<file path="src/rtl/clksyn_pkg.sv">
`timescale 1ns/1ps
package clksyn_pkg;

   localparam int unsigned TSEL_W = 3;

   typedef enum logic [TSEL_W-1:0] {
      TS_LOW    = 3'b000,
      TS_SHIFT  = 3'b001,
      TS_REF    = 3'b010,
      TS_MCNT   = 3'b011,
      TS_FOUT   = 3'b100,
      TS_RSV5   = 3'b101,
      TS_BYPASS = 3'b110,
      TS_RSV7   = 3'b111
   } tsel_e;

endpackage

</file>
<file path="src/rtl/csyn_sync.sv">
`timescale 1ns/1ps
module csyn_sync #(
   parameter int unsigned WIDTH  = 3,
   parameter int unsigned STAGES = 2
) (
   input  logic             clk,
   input  logic             rst_n,
   input  logic [WIDTH-1:0] din,
   output logic [WIDTH-1:0] dout
);

   if (STAGES < 2) begin : g_bad_stages
      $error("csyn_sync: STAGES must be at least 2");
   end

   logic [WIDTH-1:0] stage_q [STAGES];

   for (genvar s = 0; s < STAGES; s++) begin : g_stage
      if (s == 0) begin : g_first
         always_ff @(posedge clk or negedge rst_n) begin
            if (!rst_n) stage_q[s] <= '0;
            else        stage_q[s] <= din;
         end
      end else begin : g_next
         always_ff @(posedge clk or negedge rst_n) begin
            if (!rst_n) stage_q[s] <= '0;
            else        stage_q[s] <= stage_q[s-1];
         end
      end
   end

   assign dout = stage_q[STAGES-1];

endmodule

</file>
<file path="src/rtl/csyn_cfg.sv">
`timescale 1ns/1ps
module csyn_cfg
   import clksyn_pkg::*;
#(
   parameter int unsigned M_W = 9,
   parameter int unsigned N_W = 2
) (
   input  logic           clk,
   input  logic           rst_n,
   input  logic           sclk_s,
   input  logic           sdata_s,
   input  logic           sload_s,
   input  logic           pload_n,
   input  logic [M_W-1:0] pm,
   input  logic [N_W-1:0] pn,
   output logic [M_W-1:0] m_val,
   output logic [N_W-1:0] n_val,
   output tsel_e          t_val,
   output logic           shift_msb,
   output logic           sclk_rise
);

   localparam int unsigned SH_W  = TSEL_W + N_W + M_W;
   localparam int unsigned N_LSB = M_W;
   localparam int unsigned T_LSB = M_W + N_W;

   logic            sclk_q;
   logic            sload_q;
   logic            sload_rise;
   logic [SH_W-1:0] shift_q;

   assign sclk_rise  = sclk_s & ~sclk_q;
   assign sload_rise = sload_s & ~sload_q;
   assign shift_msb  = shift_q[SH_W-1];

   always_ff @(posedge clk or negedge rst_n) begin
      if (!rst_n) begin
         sclk_q  <= 1'b0;
         sload_q <= 1'b0;
         shift_q <= '0;
      end else begin
         sclk_q  <= sclk_s;
         sload_q <= sload_s;
         if (sclk_rise && !sload_s)
            shift_q <= {shift_q[SH_W-2:0], sdata_s};
      end
   end

   always_ff @(posedge clk or negedge rst_n) begin
      if (!rst_n) begin
         m_val <= '0;
         n_val <= '0;
         t_val <= TS_LOW;
      end else if (!pload_n) begin
         m_val <= pm;
         n_val <= pn;
         t_val <= TS_LOW;
      end else if (sload_rise) begin
         m_val <= shift_q[M_W-1:0];
         n_val <= shift_q[N_LSB +: N_W];
         t_val <= tsel_e'(shift_q[T_LSB +: TSEL_W]);
      end
   end

endmodule

</file>
<file path="src/rtl/csyn_mdiv.sv">
`timescale 1ns/1ps
module csyn_mdiv #(
   parameter int unsigned M_W = 9
) (
   input  logic           clk,
   input  logic           rst_n,
   input  logic           tick,
   input  logic [M_W-1:0] m_val,
   output logic           m_pulse
);

   localparam logic [M_W-1:0] ONE = {{(M_W-1){1'b0}}, 1'b1};

   logic [M_W-1:0] cnt_q;
   logic [M_W-1:0] reload;

   always_comb begin
      if (m_val == '0) reload = '0;
      else             reload = m_val - ONE;
   end

   always_ff @(posedge clk or negedge rst_n) begin
      if (!rst_n) begin
         cnt_q   <= '0;
         m_pulse <= 1'b0;
      end else if (tick) begin
         if (cnt_q == '0) begin
            cnt_q   <= reload;
            m_pulse <= 1'b1;
         end else begin
            cnt_q   <= cnt_q - ONE;
            m_pulse <= 1'b0;
         end
      end else begin
         m_pulse <= 1'b0;
      end
   end

endmodule

</file>
<file path="src/rtl/csyn_ndiv.sv">
`timescale 1ns/1ps
module csyn_ndiv #(
   parameter int unsigned N_W    = 2,
   parameter bit          LINEAR = 1'b0
) (
   input  logic           clk,
   input  logic           rst_n,
   input  logic           tick,
   input  logic [N_W-1:0] n_val,
   output logic           fout
);

   localparam int unsigned R_W = LINEAR ? N_W + 1 : (1 << N_W);
   localparam logic [R_W-1:0] R_ONE = {{(R_W-1){1'b0}}, 1'b1};

   logic [R_W-1:0] ratio;
   logic [R_W-1:0] cnt_q;

   if (LINEAR) begin : g_linear
      always_comb ratio = {{(R_W-N_W){1'b0}}, n_val} + R_ONE;
   end else begin : g_pow2
      always_comb ratio = R_ONE << n_val;
   end

   always_ff @(posedge clk or negedge rst_n) begin
      if (!rst_n) begin
         cnt_q <= '0;
         fout  <= 1'b0;
      end else if (tick) begin
         if (cnt_q >= ratio - R_ONE) begin
            cnt_q <= '0;
            fout  <= ~fout;
         end else begin
            cnt_q <= cnt_q + R_ONE;
         end
      end
   end

endmodule

</file>
<file path="src/rtl/csyn_testmux.sv">
`timescale 1ns/1ps
module csyn_testmux
   import clksyn_pkg::*;
(
   input  logic  clk,
   input  logic  rst_n,
   input  tsel_e t_val,
   input  logic  shift_msb,
   input  logic  ref_clk,
   input  logic  m_pulse,
   input  logic  fout,
   output logic  test_out
);

   logic sel;

   always_comb begin
      unique case (t_val)
         TS_SHIFT:  sel = shift_msb;
         TS_REF:    sel = ref_clk;
         TS_MCNT,
         TS_BYPASS: sel = m_pulse;
         TS_FOUT:   sel = fout;
         default:   sel = 1'b0;
      endcase
   end

   always_ff @(posedge clk or negedge rst_n) begin
      if (!rst_n) test_out <= 1'b0;
      else        test_out <= sel;
   end

endmodule

</file>
<file path="src/rtl/clksyn_ctrl.sv">
`timescale 1ns/1ps
module clksyn_ctrl
   import clksyn_pkg::*;
#(
   parameter int unsigned M_W         = 9,
   parameter int unsigned N_W         = 2,
   parameter int unsigned SYNC_STAGES = 2,
   parameter bit          N_LINEAR    = 1'b0
) (
   input  logic           clk,
   input  logic           rst_n,
   input  logic           ref_clk,
   input  logic           sclk,
   input  logic           sdata,
   input  logic           sload,
   input  logic           pload_n,
   input  logic [M_W-1:0] pm,
   input  logic [N_W-1:0] pn,
   output logic           fout,
   output logic           test_out
);

   if (M_W < 1 || M_W > 16) begin : g_bad_mw
      $error("clksyn_ctrl: M_W out of range");
   end
   if (N_W < 1 || N_W > 3) begin : g_bad_nw
      $error("clksyn_ctrl: N_W out of range");
   end

   logic [2:0]     ser_s;
   logic [M_W-1:0] m_val;
   logic [N_W-1:0] n_val;
   tsel_e          t_val;
   logic           shift_msb;
   logic           sclk_rise;
   logic           bypass;
   logic           tick;
   logic           m_pulse;

   csyn_sync #(.WIDTH(3), .STAGES(SYNC_STAGES)) i_sync (
      .clk   (clk),
      .rst_n (rst_n),
      .din   ({sload, sdata, sclk}),
      .dout  (ser_s)
   );

   csyn_cfg #(.M_W(M_W), .N_W(N_W)) i_cfg (
      .clk       (clk),
      .rst_n     (rst_n),
      .sclk_s    (ser_s[0]),
      .sdata_s   (ser_s[1]),
      .sload_s   (ser_s[2]),
      .pload_n   (pload_n),
      .pm        (pm),
      .pn        (pn),
      .m_val     (m_val),
      .n_val     (n_val),
      .t_val     (t_val),
      .shift_msb (shift_msb),
      .sclk_rise (sclk_rise)
   );

   assign bypass = (t_val == TS_BYPASS);
   assign tick   = bypass ? sclk_rise : 1'b1;

   csyn_mdiv #(.M_W(M_W)) i_mdiv (
      .clk     (clk),
      .rst_n   (rst_n),
      .tick    (tick),
      .m_val   (m_val),
      .m_pulse (m_pulse)
   );

   csyn_ndiv #(.N_W(N_W), .LINEAR(N_LINEAR)) i_ndiv (
      .clk   (clk),
      .rst_n (rst_n),
      .tick  (tick),
      .n_val (n_val),
      .fout  (fout)
   );

   csyn_testmux i_tmux (
      .clk       (clk),
      .rst_n     (rst_n),
      .t_val     (t_val),
      .shift_msb (shift_msb),
      .ref_clk   (ref_clk),
      .m_pulse   (m_pulse),
      .fout      (fout),
      .test_out  (test_out)
   );

endmodule

</file>
<file path="config.mk">
export PLATFORM = sky130hd
export DESIGN_NAME = clksyn_ctrl
export DESIGN_NICKNAME = d
export VERILOG_FILES = /design/src/rtl/clksyn_pkg.sv /design/src/rtl/csyn_sync.sv /design/src/rtl/csyn_cfg.sv /design/src/rtl/csyn_mdiv.sv /design/src/rtl/csyn_ndiv.sv /design/src/rtl/csyn_testmux.sv /design/src/rtl/clksyn_ctrl.sv
export SDC_FILE = /design/constraint.sdc
export NUM_CORES = 1
export LEC_CHECK = 0
export BUFFER_PORTS_ARGS = -buffer_cell sky130_fd_sc_hd__buf_2
export CAP_MARGIN = 0
export CORE_MARGIN = 5
export CORE_UTILIZATION = 45
export DETAILED_ROUTE_END_ITERATION = 8
export REMOVE_ABC_BUFFERS = 1
export SLEW_MARGIN = 5
export SYNTH_ARGS = -nofsm -noshare
export SYNTH_HDL_FRONTEND = slang
export SYNTH_SLANG_ARGS = --single-unit
</file>
<file path="constraint.sdc">
create_clock -name clk -period 2.5 [get_ports clk]
set_input_delay 0.125 -clock clk [delete_from_list [all_inputs] [get_ports clk]]
set_output_delay 0.125 -clock clk [all_outputs]
set_load 0.01 [all_outputs]
</file>
Word level (Yosys, flattened, before mapping)
Cells that the tools add are included.
{"block": "classes", "add_sub_neg": 4, "magnitude_cmp": 1, "eq_ne": 6, "shift": 1, "n_mux": 13, "bitwise": 5, "n_reduce_logical": 6}
{"cell": "$mux 9", "count": 4}
{"cell": "$logic_not 9->1", "count": 2}
{"cell": "$sub 9x1->9 const B", "count": 2}
{"cell": "$eq 3x2->1 const B", "count": 2}
{"cell": "$eq 3x3->1 const B", "count": 2}
{"cell": "$mux 3", "count": 2}
{"cell": "$add 4x1->4 const B", "count": 1}
{"cell": "$ge 4x4->1", "count": 1}
{"cell": "$mux 2", "count": 2}
{"cell": "$mux 4", "count": 1}
{"cell": "$pmux 1 s4", "count": 1}
{"cell": "$shl 1x2->4 const A", "count": 1}
{"cell": "$sub 4x1->4 const B", "count": 1}
{"cell": "$eq 3x1->1 const B", "count": 1}
{"cell": "$mux 1", "count": 3}
{"cell": "$not 1->1", "count": 3}
{"cell": "$and 1x1->1", "count": 2}
{"cell": "$ne 2x1->1 const B", "count": 1}
{"cell": "$reduce_and 2->1", "count": 1}
{"cell": "$reduce_or 2->1", "count": 1}
{"cell": "$logic_and 1x1->1", "count": 1}
{"cell": "$logic_not 1->1", "count": 1}
{"block": "totals", "regBits": 52, "in_bits": 18, "word_cells": 49}

Longest topological paths before layout
{"block": "depth", "ltp_word": 4, "mapped_depth": 7, "ltp_nobuf": 6}

By module
From an unflattened synthesis, not the netlist that was laid out.
{"block": "hier_totals", "hier_cells": 229, "area_unflattened_um2": 2625.0}
{"module": "csyn_cfg", "instances": 1, "cells_each": 92, "area_per_inst_um2": 1292.5}
{"module": "csyn_mdiv", "instances": 1, "cells_each": 84, "area_per_inst_um2": 738.2}
{"module": "csyn_ndiv", "instances": 1, "cells_each": 36, "area_per_inst_um2": 337.8}
{"module": "csyn_sync", "instances": 1, "cells_each": 9, "area_per_inst_um2": 172.7}
{"module": "csyn_testmux", "instances": 1, "cells_each": 7, "area_per_inst_um2": 72.6}
{"module": "clksyn_ctrl", "instances": 1, "cells_each": 1, "area_per_inst_um2": 11.3}

Worst setup path after synthesis
Ideal clock, no wire load.
{"block": "synth_timing", "path_type": "register to register", "from": "reg i_cfg.n_val[0]", "to": "reg i_ndiv.fout", "setup_time_ns": 0.140, "arrival_ns": 1.921, "required_time_ns": 2.360, "path_slack_ns": 0.439, "stages_incl_launch_ff": 7, "n_path_buf": 0, "period_less_slack_ns": 2.061, "path_cell_list": "dfrtp_1 > or2_2 > ha_1 > nand2b_1 > a2111oi_0 > nor3_1 > xor2_1"}
{"block": "synth_between", "elab_chain_cells": 4}
{"item": "start, declared", "line_no": "csyn_cfg.sv:17", "text": "output logic [N_W-1:0] n_val,"}
{"item": "start signal, assigned", "line_no": "csyn_cfg.sv:56", "text": "n_val <= pn;"}
{"item": "start signal, assigned", "line_no": "csyn_cfg.sv:60", "text": "n_val <= shift_q[N_LSB +: N_W];"}
{"item": "$shl 1x2->4", "line_no": "csyn_ndiv.sv:22", "text": "always_comb ratio = R_ONE << n_val;"}
{"item": "$sub 4x1->4", "line_no": "csyn_ndiv.sv:30", "text": "if (cnt_q >= ratio - R_ONE) begin"}
{"item": "$ge 4x4->1", "line_no": "csyn_ndiv.sv:30"}
{"item": "$reduce_and 2->1 (no line)"}
{"item": "end signal, assigned", "line_no": "csyn_ndiv.sv:32", "text": "fout <= ~fout;"}
{"item": "end, declared", "line_no": "csyn_ndiv.sv:10", "text": "output logic fout"}
Every way passes these cells.
A chain may end at the register's enable or synchronous reset.

Final worst setup path
Same ends and word-level chain as after synthesis.

==> flow_summary.yaml <==
yosys:
  yosys_warnings: 0
  syn_inst: 224
  synth_edf_count: 0
  async_flop_share_pct: 100
  postSynthAreaPerCell_um2: 11.1
  yosysTopAreaCellShare_pct: 52.4
  synthDistinctLibCells: 44
  syn_area_um2: 2480
  ys_seq_elements: 52
  ys_top_cells_by_count: "dfrtp_1, nor2_1, a21oi_1, mux2_2, mux2i_1"
  synthTopCellsByArea: "dfrtp_1, mux2_2, mux2i_1"
  synth_top_cell_by_area: "dfrtp_1"
  seq_area_frac_synth_pct: 52.4
  synthFlopType: "dfrtp_1"
  yosysMostFrequentCell: "dfrtp_1"
finish:
  nets: 277
  fin_area_um2: 2850
  drive_above_1_share_pct: 21.8
  fin_cells: 324
  diodes: 0
  area_delta_synth_final_pct: 14.5
  fillers: 506
worst_hold_path:
  min_path_type: "input pin to register"
clock_network:
  h-tree-depth: 2
  tritoncts: "built"
  max-clock-path-buffers: 2
  cts_inserted_buffers: 5
  clk_latency_ps: 300
  clk_pin_slew_ps: 90
  ctsRootBufferMaster: "clkbuf_8"
  clock_sinks: 52
detailed_routing:
  antenna_left: 0
  drt-pass1-iter-count: 4
  via_per_inst: 5.22
  vias: 1690
  drc_errors: 0
  drt_iter0_markers: 78
  wl_per_cell_um: 14.4
  routed_wl_um: 4680
floorplan:
  die_h_um: 84.3
  die_w_um: 84.3
  core_area_um2: 5440
  dieArea_um2: 7110
  io_pins: 20
  num_rows: 27
  start_util_pct: 45.7
global_routing:
  grt_pass1_wl_um: 8240
  met3_usage_pct: 3.34
  grt_max_degree: 28
  track_usage_pct: 14.4
  use_met2_pct: 23.5
  met1_usage_pct: 19.5
  grt_pass1_vias: 1747
  antenna_found_initial: 0
  grt_busiest_layer: "met2"
  grt_overflow: 0
worst_setup_path:
  critPathMaxFanout: 3
  worst_setup_path_start_kind: "register"
  arrival_ps: 2210
  cp_data_required_time_ps: 2670
  crit_path_end_kind: "register"
  timing_worst_setup_path_type: "register to register"
timing:
  post-route-period-util_pct: 81.5
  rsz0062_at_grt: "false"
  finalSetupViolCount: 0
  fmax_ghz: 0.491
  fin_setup_tns_ps: 0
  finalHoldViolCount: 0
  slew_violations: 0
  finalWorstPathRequiredPeriod_ps: 2040
  finClkSkew_ps: 4.93
run:
  drv_cap: 0
place:
  routabilityCongestion: 0.814
  place_inst: 313
  portBuffers: 19
  placed_area_um2: 2680
  dp_hpwl_um: 3460
power:
  leakage_uw: 0.00125
  ir_worst_vdd_mv: 0.373
  power.density_nw_per_um2: 927
outcome:
  outcome: "finished clean"
-- kinds of logic after synthesis --
family / after synthesis / synth area share, %
AO/OA/AOI/OAI: 43 / 11.4
AND/OR/NAND/NOR: 69 / 14.6
flip-flops: 52 / 52.4
buffers and inverters: 15 / 2.77
XOR/XNOR: 9 / 3.17
adder cells (fa/ha/maj): 7 / 3.52
multiplexers: 28 / 12.0
other: 1 / 0.151
-- report_power, final --
| group | internal [uW] | switching [uW] |
|---|---|---|
| clock network | 394 | 269 |
| logic | 370 | 348 |
| registers | 1050 | 205 |
| total | 1820 | 822 |
-- worst max-delay path, stage by stage, from the launching register on --
cell       delay (ps)
dfrtp_1           400
or2_2             300
ha_1              270
nand2b_1          140
a2111oi_0         400
buf_4             190
nor3_1             70
xor2_1            150
-- state kept, by name, summed over array words and instances, names as in the netlist, 2 cells and up --
| register | cells |
|---|---|
| i_cfg.shift_q | 14 |
| i_ndiv.cnt_q | 4 |
| i_cfg.t_val | 3 |
| i_cfg.n_val | 2 |
| i_mdiv.cnt_q | 9 |
| i_sync.stage_q | 3 |
| i_cfg.m_val | 9 |
| i_sync.dout | 3 |
-- timing repair --
item                       CTS  global route
hold buffers                 4             0
setup buffers                0             0
setup endpoints to repair    0             0
hold endpoints to repair    28             0
resized for setup            0             0
-- cells in the final DEF (no fill, tap or decap), types with 7 or more instances in the layout --
master	count
dfrtp_1	52
nor2_1	30
buf_2	19
a21oi_1	15
mux2_2	15
mux2i_1	13
o21ai_0	10
nand2_1	7
ha_1	7
buf_4	7
-- stage by stage --
stage	utilization, %	worst slack, ps	power (uW)	hold slack (ps)
5_1_grt	52.3	313	2850	48.2
4_1_cts	52.3	419	2680	50.2
6_report	52.3	462	2640	62.3
3_5_place_dp	49.2	443	2000	-9.19
2_1_floorplan	-	439	1770	-171
3_3_place_gp	49.2	497	1980	-14.4
-- layout make-up --
cell class | instances | area, um^2 | area share, %
clock buffer | 5 | 68.8 | 2.42
clock inverter | 2 | 60.1 | 2.11
inverter | 6 | 22.5 | 0.792
multi-input combinational | 157 | 1110 | 39.2
sequential | 52 | 1300 | 45.7
tap | 72 | 90.1 | 3.17
timing repair buffer | 30 | 188 | 6.60
-- path summary, 6_finish.rpt --
path / startpoint / end / slack (ps) / depth (start not counted)
hold reg to reg: i_sync.stage_q[4] / i_sync.dout[1] / 350 / 0
min in group asynchronous: rst_n / i_cfg.n_val[0] / 200 / 2
hold / removal: pm[6] / i_cfg.m_val[6] / 60 / 3
max in group asynchronous: rst_n / i_cfg.shift_q[0] / 1690 / 3
setup reg to reg: i_cfg.n_val[0] / i_ndiv.fout / 460 / 7
setup / recovery: i_cfg.n_val[0] / i_ndiv.fout / 460 / 7
-- metal layers --
layer,vias up,part of all wire [%],wire length (um)
met2,22,47,2190
li1,854,-,-
met4,0,0.94,44
met5,-,0,0
met1,810,49,2280
met3,4,3.4,160
Power figures use the tool's default switching activity.
